==> src/rtl/msr_pkg.sv <==
`timescale 1ns/1ps
package msr_pkg;
  localparam int REG_W = 16;

  // bit positions read by host software
  localparam int B_SEC  = 0;
  localparam int B_SAT  = 1;
  localparam int B_PRBS = 2;
  localparam int B_LINK = 3;
  localparam int B_AUX  = 4;
  localparam int B_TCLK = 8;
  localparam int B_LOS  = 10;
  localparam int B_DRV  = 11;

  typedef logic [REG_W-1:0] reg_t;

  typedef struct packed {
    logic sec;
    logic sat;
    logic prbs;
    logic link;
    logic aux;
    logic tclk;
    logic los;
    logic drv;
  } evt_t;

  function automatic reg_t bit_at(int pos);
    reg_t r;
    r = '0;
    r[pos] = 1'b1;
    return r;
  endfunction

  localparam reg_t IMPL_MASK = bit_at(B_SEC) | bit_at(B_SAT) | bit_at(B_PRBS) |
                               bit_at(B_LINK) | bit_at(B_AUX) | bit_at(B_TCLK) |
                               bit_at(B_LOS) | bit_at(B_DRV);
  localparam reg_t RST_VAL   = bit_at(B_TCLK) | bit_at(B_LOS);

  // map named events onto their register positions
  function automatic reg_t place(evt_t e);
    reg_t r;
    r = '0;
    r[B_SEC]  = e.sec;
    r[B_SAT]  = e.sat;
    r[B_PRBS] = e.prbs;
    r[B_LINK] = e.link;
    r[B_AUX]  = e.aux;
    r[B_TCLK] = e.tclk;
    r[B_LOS]  = e.los;
    r[B_DRV]  = e.drv;
    return r;
  endfunction

  // any change worth reporting from the bit-error-rate tester
  function automatic logic prbs_change(logic sync_prev, logic sync_now,
                                       logic err, logic bovf, logic eovf);
    return (sync_prev ^ sync_now) | err | bovf | eovf;
  endfunction

  // clear-on-read with set priority
  function automatic logic next_bit(logic cur, logic set, logic clr);
    return (cur & ~clr) | set;
  endfunction

  function automatic logic irq_of(reg_t status, reg_t mask);
    return |(status & mask);
  endfunction
endpackage

==> src/rtl/msr_sec_timer.sv <==
`timescale 1ns/1ps
module msr_sec_timer #(
  parameter int PERIOD = 44736000
) (
  input  logic clk,
  input  logic rst_n,
  output logic tick
);
  localparam int CNT_W = (PERIOD > 1) ? $clog2(PERIOD) : 1;
  localparam logic [CNT_W-1:0] LAST = CNT_W'(PERIOD - 1);

  logic [CNT_W-1:0] cnt_q;

  always_ff @(posedge clk or negedge rst_n) begin
    if (!rst_n)             cnt_q <= '0;
    else if (cnt_q == LAST) cnt_q <= '0;
    else                    cnt_q <= cnt_q + 1'b1;
  end

  assign tick = (cnt_q == LAST);
endmodule

==> src/rtl/msr_event_detect.sv <==
`timescale 1ns/1ps
module msr_event_detect
  import msr_pkg::*;
#(
  parameter int NUM_SAT = 4
) (
  input  logic               clk,
  input  logic               rst_n,
  input  logic               sec_tick,
  input  logic [NUM_SAT-1:0] ctr_sat,
  input  logic               bert_sync,
  input  logic               bert_err,
  input  logic               bert_bcnt_ovf,
  input  logic               bert_ecnt_ovf,
  input  logic               hdlc_chg,
  input  logic               aux_evt,
  input  logic               tx_clk_loss,
  input  logic               rx_los,
  input  logic               tx_drv_fault,
  output reg_t               set_vec
);
  logic [NUM_SAT-1:0] sat_q;
  logic               sync_q;
  evt_t               ev;

  always_ff @(posedge clk or negedge rst_n) begin
    if (!rst_n) begin
      sat_q  <= '0;
      sync_q <= 1'b0;
    end else begin
      sat_q  <= ctr_sat;
      sync_q <= bert_sync;
    end
  end

  always_comb begin
    ev.sec  = sec_tick;
    ev.sat  = |(ctr_sat & ~sat_q);
    ev.prbs = prbs_change(sync_q, bert_sync, bert_err, bert_bcnt_ovf, bert_ecnt_ovf);
    ev.link = hdlc_chg;
    ev.aux  = aux_evt;
    ev.tclk = tx_clk_loss;
    ev.los  = rx_los;
    ev.drv  = tx_drv_fault;
  end

  assign set_vec = place(ev);
endmodule

==> src/rtl/msr_latch_bank.sv <==
`timescale 1ns/1ps
module msr_latch_bank
  import msr_pkg::*;
(
  input  logic clk,
  input  logic rst_n,
  input  reg_t set_vec,
  input  logic clr,
  output reg_t status
);
  for (genvar i = 0; i < REG_W; i++) begin : g_bit
    logic q;
    always_ff @(posedge clk or negedge rst_n) begin
      if (!rst_n) q <= RST_VAL[i];
      else        q <= IMPL_MASK[i] & next_bit(q, set_vec[i], clr);
    end
    assign status[i] = q;
  end
endmodule

==> src/rtl/msr_irq_gen.sv <==
`timescale 1ns/1ps
module msr_irq_gen
  import msr_pkg::*;
(
  input  logic clk,
  input  logic rst_n,
  input  reg_t status,
  input  reg_t mask,
  output logic irq
);
  always_ff @(posedge clk or negedge rst_n) begin
    if (!rst_n) irq <= 1'b0;
    else        irq <= irq_of(status, mask);
  end
endmodule

==> src/rtl/msr_aggregator.sv <==
`timescale 1ns/1ps
module msr_aggregator
  import msr_pkg::*;
#(
  parameter int ADDR_W     = 8,
  parameter int STAT_ADDR  = 6,
  parameter int MASK_ADDR  = 7,
  parameter int SEC_PERIOD = 44736000,
  parameter int NUM_SAT    = 4
) (
  input  logic               clk,
  input  logic               rst_n,
  input  logic [ADDR_W-1:0]  addr,
  input  logic               rd_stb,
  input  logic               wr_stb,
  input  logic [15:0]        wr_data,
  output logic [15:0]        rd_data,
  output logic               irq,
  input  logic [NUM_SAT-1:0] ctr_sat,
  input  logic               bert_sync,
  input  logic               bert_err,
  input  logic               bert_bcnt_ovf,
  input  logic               bert_ecnt_ovf,
  input  logic               hdlc_chg,
  input  logic               aux_evt,
  input  logic               tx_clk_loss,
  input  logic               rx_los,
  input  logic               tx_drv_fault
);
  localparam logic [ADDR_W-1:0] A_STAT = ADDR_W'(STAT_ADDR);
  localparam logic [ADDR_W-1:0] A_MASK = ADDR_W'(MASK_ADDR);

  logic sec_tick;
  logic rd_clr;
  logic mask_wr;
  reg_t set_vec;
  reg_t status_q;
  reg_t mask_q;
  reg_t rd_q;

  assign rd_clr  = rd_stb & (addr == A_STAT);
  assign mask_wr = wr_stb & (addr == A_MASK);

  msr_sec_timer #(.PERIOD(SEC_PERIOD)) u_timer (
    .clk  (clk),
    .rst_n(rst_n),
    .tick (sec_tick)
  );

  msr_event_detect #(.NUM_SAT(NUM_SAT)) u_detect (
    .clk          (clk),
    .rst_n        (rst_n),
    .sec_tick     (sec_tick),
    .ctr_sat      (ctr_sat),
    .bert_sync    (bert_sync),
    .bert_err     (bert_err),
    .bert_bcnt_ovf(bert_bcnt_ovf),
    .bert_ecnt_ovf(bert_ecnt_ovf),
    .hdlc_chg     (hdlc_chg),
    .aux_evt      (aux_evt),
    .tx_clk_loss  (tx_clk_loss),
    .rx_los       (rx_los),
    .tx_drv_fault (tx_drv_fault),
    .set_vec      (set_vec)
  );

  msr_latch_bank u_bank (
    .clk    (clk),
    .rst_n  (rst_n),
    .set_vec(set_vec),
    .clr    (rd_clr),
    .status (status_q)
  );

  always_ff @(posedge clk or negedge rst_n) begin
    if (!rst_n)       mask_q <= '0;
    else if (mask_wr) mask_q <= wr_data & IMPL_MASK;
  end

  always_ff @(posedge clk or negedge rst_n) begin
    if (!rst_n) rd_q <= '0;
    else if (rd_stb) begin
      if (addr == A_STAT)      rd_q <= status_q;
      else if (addr == A_MASK) rd_q <= mask_q;
      else                     rd_q <= '0;
    end
  end

  assign rd_data = rd_q;

  msr_irq_gen u_irq (
    .clk   (clk),
    .rst_n (rst_n),
    .status(status_q),
    .mask  (mask_q),
    .irq   (irq)
  );
endmodule

==> config.mk <==
export PLATFORM = sky130hd
export DESIGN_NAME = msr_aggregator
export DESIGN_NICKNAME = d
export VERILOG_FILES = /design/src/rtl/msr_pkg.sv /design/src/rtl/msr_sec_timer.sv /design/src/rtl/msr_event_detect.sv /design/src/rtl/msr_latch_bank.sv /design/src/rtl/msr_irq_gen.sv /design/src/rtl/msr_aggregator.sv
export SDC_FILE = /design/constraint.sdc
export NUM_CORES = 1
export LEC_CHECK = 0
export BUFFER_PORTS_ARGS = -buffer_cell sky130_fd_sc_hd__buf_2
export CORE_MARGIN = 5
export CORE_UTILIZATION = 40
export CTS_CLUSTER_DIAMETER = 50
export CTS_CLUSTER_SIZE = 28
export DETAILED_ROUTE_END_ITERATION = 7
export PLACE_DENSITY = 0.66
export SLEW_MARGIN = 25
export SYNTH_ARGS = -nofsm -noshare
export SYNTH_HDL_FRONTEND = slang
export SYNTH_HIERARCHICAL = 1
export SYNTH_SLANG_ARGS = --single-unit
==> constraint.sdc <==
create_clock -name clk -period 1.9 [get_ports clk]
set_input_delay 0.38 -clock clk [delete_from_list [all_inputs] [get_ports clk]]
set_output_delay 0.38 -clock clk [all_outputs]
set_load 0.01 [all_outputs]
==> reports/qor.yml <==
status: "completed"
p_leak_nw: 1.83
clock_latency_ns: 0.34
power.switching_mw: 0.596
wl_met2_um: 2840
grtUsageTotal_pct: 13.5
end_kind: "flip-flop"
place_congestion: 0.817
layout_commonest_cell: "dfrtp_1"
via_count: 2194
die_h_um: 98.5
antenna_found_initial: 0
syn-mean-instance-area_um2: 11.0
drtIter0Drc: 115
postCtsHoldBufs: 0
dr_wl_met3_um: 350
dp_hpwl_um: 4460
io_buffers: 49
r2r.worst_path.cells: 5
fillers: 710
clk_root_buffer_cell: "clkbuf_8"
fin_util_pct: 49.4
clock_skew_ns: 0.00853
viasPerCell: 4.78
coreArea_um2: 7690
rsz0062_at_grt: "false"
fin_nets: 395
pin_count: 58
cp.arrival_ns: 1.99
num_rows: 32
clk_path_buf_depth: 2
p_sw_share_pct: 21.2
top_layer_used: "met4"
power_density_nw_per_um2: 741
gr-total-overflow: 0
cts_resized: 1
setup.worst_path.start_class: "flip-flop"
cts_tree: "yes"
syn_to_final_growth_pct: 21.2
path_clk_slew_ns: 0.07
htree_levels: 3
yosys_warnings: 6
die_width_um: 98.5
max_clock_freq_ghz: 0.562
holdWs_ns: 0.0441
cap_violations: 0
first_global_vias: 2224
post-cts-setup-buffers: 0
postRouteAntennaNets: 0
vdd_drop_max_mv: 0.335
period_share_pct: 93.7
wl_met1_um: 2750
finalSetupViolCount: 0
crit_required_ns: 2.11
p_comb_share_pct: 5.6
layout.cells.most_common_list: "dfrtp_1, buf_2, buf_4, nand2_1, nor2_1"
hold_viol: 0
cts_sinks: 64
grt_start_max_net_pins: 65
wl_per_cell_um: 13.1
period_needed_ns: 1.78
clkPwrFrac_pct: 45.1
netlist_instances: 286
numCtsBuffers: 9
critPathMaxFanout: 6
dr.pass1.iters: 4
drt-total-wl_um: 6020
antenna_cells: 0
syn_area_um2: 3130
route.detailed.drc: 0
crit_type: "flip-flop to flip-flop"
hold_path.class: "input port to asynchronous set/reset pin"
die-area_um2: 9700
grt_pass1_wl_um: 10600
slew_viol_final: 0
drive_gt1_share_pct: 36.7
initial_core_util_pct: 40.7
p_int_mw: 2.22
seqPwrFrac_pct: 49.3
cell type report:
class / instances / area [um2] / share of cell area [%]
Clock inverter: 6 / 82.6 / 2.18
Multi-Input combinational cell: 191 / 1350 / 35.6
Sequential cell: 64 / 1600 / 42.3
Timing Repair Buffer: 71 / 435 / 11.5
Clock buffer: 10 / 138 / 3.63
Tap cell: 102 / 128 / 3.36
Inverter: 15 / 56.3 / 1.48
critical path, cell delays in order, from the launching register on:
cell and delay (ns):
dfrtp_1 0.39, nor4_1 0.33, nand4_1 0.16, or4_4 0.60, nand3_1 0.11, o21ai_1 0.07
worst paths after layout:
path,startpoint,end,slack (ns)
max in group asynchronous,rst_n,u_bank/g_bit[10].q$_DFF_PN1_,1.56
worst max register to register,u_timer/cnt_q[22]$_DFF_PN0_,u_timer/cnt_q[23]$_DFF_PN0_,0.12
min in group clk,ctr_sat[2],u_detect/sat_q[2]$_DFF_PN0_,0.17
worst min-delay path,rst_n,rd_data[5]$_DFFE_PN0P_,0.04
worst min register to register,u_timer/cnt_q[24]$_DFF_PN0_,u_timer/cnt_q[24]$_DFF_PN0_,0.50
worst max-delay path,u_timer/cnt_q[22]$_DFF_PN0_,u_timer/cnt_q[23]$_DFF_PN0_,0.12
stage by stage:
stage	power (mW)	setup slack [ns]	area, um2	std cells	TNS, ns
final	2.81	0.120	3800	459	0
after global routing	2.94	0.00261	3800	459	0
after CTS	2.85	0.0495	3770	459	0
after detailed placement	1.57	-0.0194	3550	443	-0.0702
after global placement	1.57	-0.0130	3550	443	-0.0229
after floorplan	1.50	0.0575	3180	300	0
state kept, by name, indices dropped and copies added (netlist names):
| register | count |
|---|---|
| mask_q | 8 |
| rd_data | 16 |
| u_bank/g_bit.q | 8 |
| u_detect/sat_q | 4 |
| u_detect/sync_q | 1 |
| u_irq/irq | 1 |
| u_timer/cnt_q | 26 |
metal layers:
layer | vias to the layer above | track usage, %
li1 | 1088 | -
met4 | 0 | 4.41
met3 | 10 | 4.81
met5 | - | 0
met1 | 1052 | 17.3
met2 | 44 | 21.5
power by group through the flow:
stage               combinational, mW  sequential (mW)  clock [mW]
floorplan                      0.0921             1.41           0
global route                    0.177             1.39        1.37
global placement                0.155             1.41           0
CTS                             0.158             1.39        1.31
detailed placement              0.158             1.41           0
finish                          0.157             1.39        1.27
No activity file was read; power rests on OpenSTA's default activity.
